[src/rtl/ee_rd_pkg.sv]
package ee_rd_pkg;

    localparam int          OPC_W     = 3;
    localparam logic [2:0]  RD_OPCODE = 3'b110;

    typedef enum logic [2:0] {
        ST_IDLE,
        ST_CMD,
        ST_DATA,
        ST_TERM,
        ST_TAIL
    } ee_state_e;

    typedef struct packed {
        logic cs;
        logic sk;
        logic di;
    } ee_pins_t;

    localparam ee_pins_t PINS_OFF = '{cs: 1'b0, sk: 1'b0, di: 1'b0};

endpackage

[src/rtl/ee_half_timer.sv]
module ee_half_timer #(
    parameter int HALF_CYC = 5000
) (
    input  logic clk,
    input  logic rst,
    input  logic run,
    output logic tick
);
    localparam int CW = (HALF_CYC > 2) ? $clog2(HALF_CYC) : 1;

    logic [CW-1:0] cnt;

    assign tick = run && (cnt == CW'(HALF_CYC - 1));

    always_ff @(posedge clk) begin
        if (rst || !run || tick) begin
            cnt <= '0;
        end else begin
            cnt <= cnt + 1'b1;
        end
    end
endmodule

[src/rtl/ee_sync2.sv]
module ee_sync2 #(
    parameter int STAGES = 2
) (
    input  logic clk,
    input  logic rst,
    input  logic d,
    output logic q
);
    logic [STAGES-1:0] chain;

    always_ff @(posedge clk) begin
        if (rst) begin
            chain <= '0;
        end else begin
            chain <= {chain[STAGES-2:0], d};
        end
    end

    assign q = chain[STAGES-1];
endmodule

[src/rtl/ee_rd_seq.sv]
module ee_rd_seq
    import ee_rd_pkg::*;
#(
    parameter int ADDR_W = 6,
    parameter int DATA_W = 16
) (
    input  logic              clk,
    input  logic              rst,
    input  logic              start,
    input  logic [ADDR_W-1:0] addr,
    input  logic              tick,
    input  logic              do_s,
    output logic              busy,
    output logic              done,
    output logic [DATA_W-1:0] rdata,
    output ee_pins_t          pins
);
    localparam int CMD_W  = OPC_W + ADDR_W;
    localparam int MAX_W  = (CMD_W > DATA_W) ? CMD_W : DATA_W;
    localparam int CNT_W  = $clog2(MAX_W);

    ee_state_e         state;
    logic [CMD_W-1:0]  cmd_sr;
    logic [DATA_W-1:0] data_sr;
    logic [CNT_W-1:0]  bitcnt;
    logic [CMD_W-1:0]  cmd_new;

    assign cmd_new = {RD_OPCODE, addr};
    assign busy    = (state != ST_IDLE);

    always_ff @(posedge clk) begin
        if (rst) begin
            state   <= ST_IDLE;
            cmd_sr  <= '0;
            data_sr <= '0;
            bitcnt  <= '0;
            done    <= 1'b0;
            rdata   <= '0;
            pins    <= PINS_OFF;
        end else begin
            done <= 1'b0;
            unique case (state)
                ST_IDLE: begin
                    if (start) begin
                        cmd_sr  <= cmd_new << 1;
                        pins.di <= cmd_new[CMD_W-1];
                        pins.cs <= 1'b1;
                        pins.sk <= 1'b0;
                        bitcnt  <= '0;
                        state   <= ST_CMD;
                    end
                end
                ST_CMD: begin
                    if (tick) begin
                        if (!pins.sk) begin
                            pins.sk <= 1'b1;
                        end else begin
                            pins.sk <= 1'b0;
                            if (bitcnt == CNT_W'(CMD_W - 1)) begin
                                bitcnt  <= '0;
                                pins.di <= 1'b0;
                                state   <= ST_DATA;
                            end else begin
                                bitcnt  <= bitcnt + 1'b1;
                                pins.di <= cmd_sr[CMD_W-1];
                                cmd_sr  <= cmd_sr << 1;
                            end
                        end
                    end
                end
                ST_DATA: begin
                    if (tick) begin
                        if (!pins.sk) begin
                            pins.sk <= 1'b1;
                        end else begin
                            pins.sk <= 1'b0;
                            data_sr <= {data_sr[DATA_W-2:0], do_s};
                            if (bitcnt == CNT_W'(DATA_W - 1)) begin
                                bitcnt  <= '0;
                                pins.cs <= 1'b0;
                                state   <= ST_TERM;
                            end else begin
                                bitcnt <= bitcnt + 1'b1;
                            end
                        end
                    end
                end
                ST_TERM: begin
                    if (tick) begin
                        if (!pins.sk) begin
                            pins.sk <= 1'b1;
                        end else begin
                            pins.sk <= 1'b0;
                            state   <= ST_TAIL;
                        end
                    end
                end
                ST_TAIL: begin
                    if (tick) begin
                        rdata <= data_sr;
                        done  <= 1'b1;
                        state <= ST_IDLE;
                    end
                end
                default: state <= ST_IDLE;
            endcase
        end
    end
endmodule

[src/rtl/ee_word_reader.sv]
module ee_word_reader
    import ee_rd_pkg::*;
#(
    parameter int ADDR_W   = 6,
    parameter int DATA_W   = 16,
    parameter int HALF_CYC = 5000
) (
    input  logic              clk,
    input  logic              rst,
    input  logic              start,
    input  logic [ADDR_W-1:0] addr,
    output logic              busy,
    output logic              done,
    output logic [DATA_W-1:0] rdata,
    output logic              ee_cs,
    output logic              ee_sk,
    output logic              ee_di,
    input  logic              ee_do
);
    ee_pins_t pins;
    logic     tick;
    logic     do_s;

    ee_half_timer #(.HALF_CYC(HALF_CYC)) u_timer (
        .clk  (clk),
        .rst  (rst),
        .run  (busy),
        .tick (tick)
    );

    ee_sync2 #(.STAGES(2)) u_sync (
        .clk (clk),
        .rst (rst),
        .d   (ee_do),
        .q   (do_s)
    );

    ee_rd_seq #(.ADDR_W(ADDR_W), .DATA_W(DATA_W)) u_seq (
        .clk   (clk),
        .rst   (rst),
        .start (start),
        .addr  (addr),
        .tick  (tick),
        .do_s  (do_s),
        .busy  (busy),
        .done  (done),
        .rdata (rdata),
        .pins  (pins)
    );

    assign ee_cs = pins.cs;
    assign ee_sk = pins.sk;
    assign ee_di = pins.di;
endmodule

[config.mk]
export PLATFORM = sky130hd
export DESIGN_NAME = ee_word_reader
export DESIGN_NICKNAME = d
export VERILOG_FILES = /design/src/rtl/ee_rd_pkg.sv /design/src/rtl/ee_half_timer.sv /design/src/rtl/ee_sync2.sv /design/src/rtl/ee_rd_seq.sv /design/src/rtl/ee_word_reader.sv
export SDC_FILE = /design/constraint.sdc
export NUM_CORES = 1
export LEC_CHECK = 0
export ABC_AREA = 0
export ABC_CLOCK_PERIOD_IN_PS = 3100
export BUFFER_PORTS_ARGS = -buffer_cell sky130_fd_sc_hd__buf_2
export CAP_MARGIN = 0
export CORE_UTILIZATION = 53
export CTS_CLUSTER_SIZE = 14
export DETAILED_ROUTE_END_ITERATION = 6
export PLACE_DENSITY = 0.73
export SYNTH_ARGS = -nofsm -noshare
export SYNTH_HDL_FRONTEND = slang
export SYNTH_HIERARCHICAL = 1
export SYNTH_SLANG_ARGS = --single-unit
[constraint.sdc]
create_clock -name clk -period 3.1 [get_ports clk]
set_input_delay 0.155 -clock clk [delete_from_list [all_inputs] [get_ports clk]]
set_output_delay 0.155 -clock clk [all_outputs]
set_load 0.01 [all_outputs]
After elaboration in Yosys (flattened, before gate mapping)
Cells that the tools add are included.

word-level totals
  bits in registers = 67

operators by class
  add/subtract/negate cells = 2
  equality and inequality tests = 18
  muxes and demuxes = 37
  bitwise logic cells = 1
  reductions and logical operators = 19

operators by type and width
  operator                                                         number
  9-bit 2-to-1 mux                                                 4
  3-bit 2-to-1 mux                                                 11
  4-bit 2-to-1 mux                                                 7
  9-bit case mux with 2 select lines                               1
  3-bit case mux with 5 select lines                               1
  5-bit AND reduction                                              3
  13-bit by 1-bit adder with 13-bit output, second input constant  1
  13-bit == test, second input constant                            1
  2-bit != test, second input constant                             6
  4-bit case mux with 3 select lines                               1
  2-bit by 1-bit != test with 1-bit output, second input constant  5
  10-bit AND reduction                                             1
  4-bit == test, second input constant                             2
  1-bit 2-to-1 mux                                                 7
  3-bit by 2-bit == test with 1-bit output, second input constant  2
  6-bit AND reduction                                              1
  3-bit nonzero test                                               2
  4-bit by 1-bit adder with 4-bit output, second input constant    1
  2-bit 2-to-1 mux                                                 2
  1-bit case mux with 2 select lines                               2
  1-bit case mux with 4 select lines                               1
  4-bit AND reduction                                              1
  2-bit nonzero test                                               2
  4-bit nonzero test                                               1
  10 further kinds                                                 11

Longest topological paths before layout
Gate-level depths: netlist of run 1.

  depth in word-level cells = 5
  mapped depth = 11

Modules after synthesis
The synthesis of run 1 kept the hierarchy.

by module, submodules not included
  module         times used  cells each  area an instance (um^2)  sequential area each (um^2)
  ee_rd_seq      1           262         2155.8                   1021.0
  ee_half_timer  1           63          565.5                    260.2
  ee_sync2       1           4           52.6                     40.0

Least setup slack after synthesis of run 1
OpenSTA, ideal clock, no wires.

  path type = reg2reg
  from = register u_seq.state[2]
  to = register, netlist name u_seq/pins[2]
  library setup time = 0.086 ns
  arrival time = 2.787 ns
  required time = 3.014 ns
  setup slack = 0.227 ns
  stages on the path, launching flop included = 11
  buffers on the path = 3
  period minus slack after synthesis = 2.873 ns
  path through = dfxtp_1 buf_6 clkbuf_1 or3_1 or4bb_1 nor4_2 clkbuf_1 nand2_1 o221a_4 or4_4 a221oi_2

between the ends
  longest elaborated chain between the ends = 4

RTL lines
  what                                  line                  text
  from (decl)                           ee_rd_seq.sv:22       ee_state_e state;
  from (signal assigned)                ee_rd_seq.sv:33       state <= ST_IDLE;
  from (signal assigned)                ee_rd_seq.sv:50       state <= ST_CMD;
  from (signal assigned)                ee_rd_seq.sv:62       state <= ST_DATA;
  3-bit nonzero test                    ee_rd_seq.sv:29       assign busy = (state != ST_IDLE);
  via busy                              ee_word_reader.sv:12  output logic busy,
  1-bit logical AND                     ee_half_timer.sv:13   assign tick = run && (cnt == CW'(HALF_CYC - 1));
  via tick                              ee_word_reader.sv:21  logic tick;
  2-bit != test (no source line)        -
  5-bit AND reduction (no source line)  -

The timed path passes the listed nets, and every way through them passes these cells.
A chain may end at the register's enable or synchronous reset.

Final worst setup path of run 1
  from = register u_timer.cnt[3]
  to = register, netlist name u_seq/pins[2]

between the ends
  longest elaborated chain between the ends = 4

RTL lines
  what                                  line                  text
  from (decl)                           ee_half_timer.sv:11   logic [CW-1:0] cnt;
  from (signal assigned)                ee_half_timer.sv:19   cnt <= cnt + 1'b1;
  13-bit == test                        ee_half_timer.sv:13
  1-bit logical AND                     ee_half_timer.sv:13
  via tick                              ee_word_reader.sv:21
  2-bit != test (no source line)        -
  5-bit AND reduction (no source line)  -

The timed path passes the listed nets, and every way through them passes these cells.

==> results.sh, run 1 <==
export IMPL_rows=25
export IMPL_r2r_start="u_timer/cnt[3]"
export IMPL_layout_area_overhead_vs_synth_pct=14.9
export IMPL_path_class="reg2reg"
export IMPL_use_met2=0.343
export IMPL_grt_use_met1=0.263
export IMPL_multi_input_area_sq_um=1330
export IMPL_synth_main_ff_cell="dfxtp_1"
export IMPL_ys_top_cells_by_area="dfxtp_1 48%, nand2_1 9.5%, a21oi_1 8.7%"
export IMPL_diodes=0
export IMPL_yosys_warnings=6
export IMPL_netlist_area_leader_share=0.476
export IMPL_grt_start_max_net_pins=31
export IMPL_rsz0062_at_grt="no"
export IMPL_grt_overflow_total=0
export IMPL_post_cts_setup_buffer_count=0
export IMPL_syn_instance_count=329
export IMPL_critPathArrivalTime_ns=2.91
export IMPL_synth_edf_count=0
export IMPL_vdd_drop_max_uv=810
export IMPL_setup_viol=0
export IMPL_cts_repair_resized=0
export IMPL_maxSlewHeadroom=0.562
export IMPL_clkTransAtPathRegs_ns=0.07
export IMPL_clock_skew_ns=0.00954
export IMPL_antenna_found_initial=0
export IMPL_drt_total_wl_microns=5420
export IMPL_crit_chain="or4_1, nor4_2, nand2_1, o221a_4, or4_4, a221oi_2"
export IMPL_ys_top_cells_by_count="70 x nand2_1, 66 x dfxtp_1, 48 x a21oi_1"
export IMPL_synth_area_sq_um=2770
export IMPL_grt_pass1_vias=2028
export IMPL_worstSetupStartpoint="u_timer/cnt[3]"
export IMPL_syn_nets=342
export IMPL_leakage_nw=1.15
export IMPL_yosysMostFrequentCell="nand2_1"
export IMPL_synthDistinctLibCells=45
export IMPL_die_w_microns=74.3
export IMPL_drt_pass1_iter_count=4
export IMPL_clockBufferDepth=2
export IMPL_hold_path_class="in2reg"
export IMPL_ant_nets=0
export IMPL_drtIter0Drc=122
export IMPL_async_reset_ff_frac=0
export IMPL_wl_per_cell_microns=12.7
export IMPL_fillCellCount=414
export IMPL_cp_max_fo=6
export IMPL_tritoncts="yes"
export IMPL_cts_sinks=66
export IMPL_die_y_microns=74.3
export IMPL_htree_levels=3
export IMPL_outcome="finished, final reports clean"
export IMPL_top_usage_layer="met2"
export IMPL_maxCapViolCount=0
export IMPL_fmax_ghz=0.377
export IMPL_critPathMaxStageDelay_ns=0.53
export IMPL_p_per_area_nw_per_um2=733
export IMPL_vias_per_cell=5.45
export IMPL_period_share=0.856
export IMPL_fin_cells=426
export IMPL_io_pins=31
export IMPL_drc=0
export IMPL_cp_slowest_cell="or4_1"
export IMPL_vias=2321
export IMPL_grt_usage=0.216
export IMPL_dp_cells=410
export IMPL_core_area_sq_um=4880
export IMPL_die_area_sq_um=5530
export IMPL_initial_core_util=0.568
export IMPL_fin_nets=367
export IMPL_worstHoldStart="ee_do"
export IMPL_final_hold_violation_count=0
export IMPL_required_ns=3.36
export IMPL_drive_gt1_frac=0.173
export IMPL_place_area_sq_um=2950
export IMPL_worstSetupEndpointType="flip-flop"
export IMPL_synth_seq_cells=66
export IMPL_clock_latency_ns=0.34
export IMPL_place_hpwl_microns=3530
export IMPL_fin_crit_ns=2.65
export IMPL_grt_pass1_wl_microns=8960
export IMPL_grt_use_met3=0.0908
export IMPL_ys_seq_area_frac=0.476
export IMPL_worst_pin_slew_ns=0.656
export IMPL_synth_top_area_cell="dfxtp_1"
export IMPL_start_kind="flip-flop"
export IMPL_finalInstanceArea_sq_um=3190
export IMPL_portBuffers=30
export IMPL_cts_buffers=9
export IMPL_gp_congestion=0.815
export IMPL_avgSynthCellArea_sq_um=8.43
export IMPL_regArea_sq_um=1320
export IMPL_root_buffer="clkbuf_8"
export IMPL_finalMaxSlewViolations=0
export IMPL_fin_util=0.653
export IMPL_whs_ns=0.0321
export IMPL_tns_ns=0
export IMPL_cts_hold_buf=0
area by class of cell:
| type | count | share of cell area |
|---|---|---|
| multi-input combinational | 235 | 0.416 |
| clock buffer | 10 | 0.0400 |
| tap | 67 | 0.0263 |
| inverter | 7 | 0.00824 |
| sequential | 66 | 0.414 |
| clock inverter | 6 | 0.0361 |
| timing repair buffer | 35 | 0.0589 |
metal layers:
layer	up-vias	wire length [microns]
li1	1187	-
met4	0	51
met1	1091	2570
met3	5	220
met2	38	2580
met5	-	0
kinds of logic (layout without fill, tap and decap cells):
kind of cell	after synthesis	after routing	synth area share
AO/OA/AOI/OAI	73	73	0.160
flip-flops	66	66	0.476
buffers and inverters	28	58	0.0456
AND/OR/NAND/NOR	142	142	0.249
XOR/XNOR	12	12	0.0379
multiplexers	5	5	0.0180
adder cells (fa/ha/maj)	3	3	0.0135
worst paths after layout:
check	endpoint	cells after the start	slack (ns)
setup / recovery	u_seq/pins[2]	6	0.45
setup reg to reg	u_seq/pins[2]	6	0.45
hold / removal	u_sync/chain[0]	2	0.03
hold reg to reg	u_seq/data_sr[0]	2	0.43
state kept, by name, summed over array words and instances, names as in the netlist:
signal and flops:
u_seq/data_sr 16, u_seq/rdata 16, u_timer/cnt 13, u_seq/cmd_sr 8, u_seq/bitcnt 4, u_seq/pins 3, u_seq/state 3, u_sync/chain 2
u_seq/done 1
where the power goes:
group	switching, mW	internal [mW]
Combinational	0.303	0.209
Clock	0.333	0.537
Sequential	0.0387	0.917
metrics by stage:
stage                     total power, mW  setup slack (ns)
after global placement               1.47             0.579
after detailed placement             1.48             0.478
after global routing                 2.46             0.270
after floorplan                      1.38             0.227
final                                2.34             0.446
after CTS                            2.35             0.454
cell usage in the layout, fill, tap and decap left out, drive strengths merged, types with 3 or more instances in the layout:
master / synthesis / final
buf: 8 / 35
nor3b: 3 / 3
nand4: 5 / 5
xnor2: 10 / 10
or3b: 3 / 3
or4: 3 / 3
nor4: 4 / 4
ha: 3 / 3
inv: 7 / 7
clkbuf: 13 / 10
nor3: 9 / 9
o21ai: 7 / 7
a211oi: 3 / 3
nand2b: 3 / 3
a21oi: 48 / 48
bufinv: 0 / 3
nor2b: 3 / 3
nor2: 20 / 20
dfxtp: 66 / 66
nand2: 70 / 70
nand3: 11 / 11
a311oi: 5 / 5
mux2i: 5 / 5
worst max-delay path: cells and delay by family (launching register included):
kind,cells,cell delay (ns)
simple gates,4,1.70
compound gates,2,0.53
flops,1,0.36
Note: power is estimated with default switching activity, not from simulation.
==> inputs of run 2 (changes only) <==
ABC_CLOCK_PERIOD_IN_PS = 2900   (was 3100)
clock period = 2.9 ns   (was 3.1 ns; I/O delays follow)
==> run 2 against run 1 <==
Cell count rose by 0.23%. Sequential share of layout area shrank 0.55 points. Register-to-register slack barely moved. Clock power rose by 20%. Setup slack worse by 0.0088 ns. Largest power group is now clock.
==> results.sh, run 2 (synthesis results as in run 1) <==
export IMPL_swShare=0.279
export IMPL_htree_levels=3
export IMPL_die_y_microns=74.3
export IMPL_fillCellCount=429
export IMPL_p_per_area_nw_per_um2=811
export IMPL_reg2regPathDepth=7
export IMPL_cts_sinks=66
export IMPL_combPwrFrac=0.213
export IMPL_power_share_clock=0.396
export IMPL_cts_buffers=9
export IMPL_fin_crit_ns=2.46
export IMPL_vdd_drop_max_uv=506
export IMPL_drt_pass1_iter_count=4
export IMPL_path_class="reg2reg"
export IMPL_p_sw_uw=729
export IMPL_rsz0062_at_grt="no"
export IMPL_setup_viol=0
export IMPL_tns_ns=0
export IMPL_outcome="finished, final reports clean"
export IMPL_clockBufferDepth=2
export IMPL_hold_path_class="in2reg"
export IMPL_drc=0
export IMPL_clock_skew_ns=0.00875
export IMPL_layout_commonest_cell="nand2_1"
export IMPL_gp_congestion=0.804
export IMPL_tritoncts="yes"
export IMPL_start_kind="flip-flop"
export IMPL_worstSetupEndpointType="flip-flop"
export IMPL_grt_overflow_total=0
export IMPL_path_depth=7
export IMPL_hold_depth=3
export IMPL_grt_usage=0.220
export IMPL_die_area_sq_um=5530
export IMPL_grt_pass1_wl_microns=9000
export IMPL_period_share=0.849
export IMPL_layout_area_overhead_vs_synth_pct=16.5
export IMPL_fin_nets=368
export IMPL_vias_per_cell=5.43
export IMPL_final_hold_violation_count=0
export IMPL_drtIter0Drc=181
export IMPL_fin_util=0.662
export IMPL_crit_buf_inv=1
export IMPL_root_buffer="clkbuf_8"
export IMPL_grt_pass1_vias=1943
export IMPL_maxSlewHeadroom=0.555
export IMPL_io_pins=31
export IMPL_place_hpwl_microns=3570
export IMPL_clock_latency_ns=0.35
export IMPL_worst_pin_slew_ns=0.665
export IMPL_maxCapViolCount=0
export IMPL_mostFrequentLayoutCells="70 x nand2_1, 66 x dfxtp_1, 48 x a21oi_1, 30 x buf_2, 20 x nor2_1"
export IMPL_antenna_found_initial=0
export IMPL_portBuffers=30
export IMPL_rows=25
export IMPL_wl_met2_microns=2650
export IMPL_wl_met1_microns=2700
export IMPL_fmax_ghz=0.406
export IMPL_clkTransAtPathRegs_ns=0.07
export IMPL_fin_cells=427
export IMPL_crit_chain="or4_1, nor4_2, buf_4, nor3_1, o221a_4, or4_4, a221oi_2"
export IMPL_seqPwrFrac=0.391
export IMPL_cp_slowest_cell="or4_1"
export IMPL_highest_layer="met4"
export IMPL_drt_total_wl_microns=5660
export IMPL_cp_top_family="simple AND/OR/NAND/NOR gates"
export IMPL_cp_max_fo=10
export IMPL_diodes=0
export IMPL_finalMaxSlewViolations=0
export IMPL_reg_top3="u_seq/data_sr (16), u_seq/rdata (16), u_timer/cnt (13)"
export IMPL_vias=2319
export IMPL_critPathMaxStageDelay_ns=0.52
export IMPL_post_cts_setup_buffer_count=0
export IMPL_grt_start_max_net_pins=35
export IMPL_dp_cells=410
export IMPL_leakage_nw=1.18
export IMPL_whs_ns=0.0513
export IMPL_drive_gt1_frac=0.175
export IMPL_core_area_sq_um=4880
export IMPL_ant_nets=0
export IMPL_required_ns=3.16
export IMPL_wl_per_cell_microns=13.3
export IMPL_critPathArrivalTime_ns=2.72
export IMPL_wl_met3_microns=226
export IMPL_p_int_mw=1.89
export IMPL_die_w_microns=74.3
export IMPL_initial_core_util=0.568
==> run 2: cell count changes in the layout (fill, tap and decap cells not counted), sizes merged <==
cell,change
dlygate4sd3,+1
clkinvlp,-1
bufinv,+1
==> run 2: what timing repair did <==
item,CTS,global route
hold buffers,1,0
resized for setup,0,0
endpoints found under the hold margin,1,0
==> run 2: worst register-to-register path, stage by stage, from the launching register on <==
cell	delay, ns
dfxtp_1	0.35
or4_1	0.53
nor4_2	0.31
buf_4	0.21
nor3_1	0.06
o221a_4	0.28
or4_4	0.43
a221oi_2	0.22
==> run 2: layout make-up <==
type	instances	area, sq um	share of cell area
clock buffers	10	138	0.0426
clock inverters	6	138	0.0426
inverters	7	26.3	0.00813
multi-input cells	235	1330	0.411
flip-flops and latches	66	1320	0.409
well taps	67	83.8	0.0259
repair buffers	36	198	0.0612
==> run 2: path summary, 6_finish.rpt <==
kind | startpoint | endpoint | slack (ns)
worst max register to register | u_timer/cnt[3] | u_seq/pins[2] | 0.44
worst max-delay path | u_timer/cnt[3] | u_seq/pins[2] | 0.44
worst min-delay path | addr[0] | u_seq/cmd_sr[1] | 0.05
worst min register to register | u_seq/rdata[13] | u_seq/rdata[13] | 0.45
==> run 2: routing by layer <==
metal / global-route usage / up-vias
met1: 0.282 / 1079
met2: 0.335 / 46
met4: 0.101 / 0
met5: 0 / -
li1: - / 1187
met3: 0.0759 / 7
==> run 2: power groups by stage <==
stage / Combinational (mW) / Clock, mW / Sequential (mW)
2_1_floorplan: 0.438 / 0 / 1.04
3_3_place_gp: 0.534 / 0 / 1.04
3_5_place_dp: 0.547 / 0 / 1.04
4_1_cts: 0.552 / 1.06 / 1.02
5_1_grt: 0.614 / 1.09 / 1.03
6_report: 0.559 / 1.04 / 1.02
==> run 2: through the flow <==
stage | power, mW | cell area, sq um | worst slack (ns)
after floorplan | 1.48 | 2770 | 0.0267
after global placement | 1.57 | 2950 | 0.509
after detailed placement | 1.59 | 2950 | 0.450
after CTS | 2.63 | 3230 | 0.450
after global routing | 2.74 | 3230 | 0.275
final | 2.62 | 3230 | 0.438
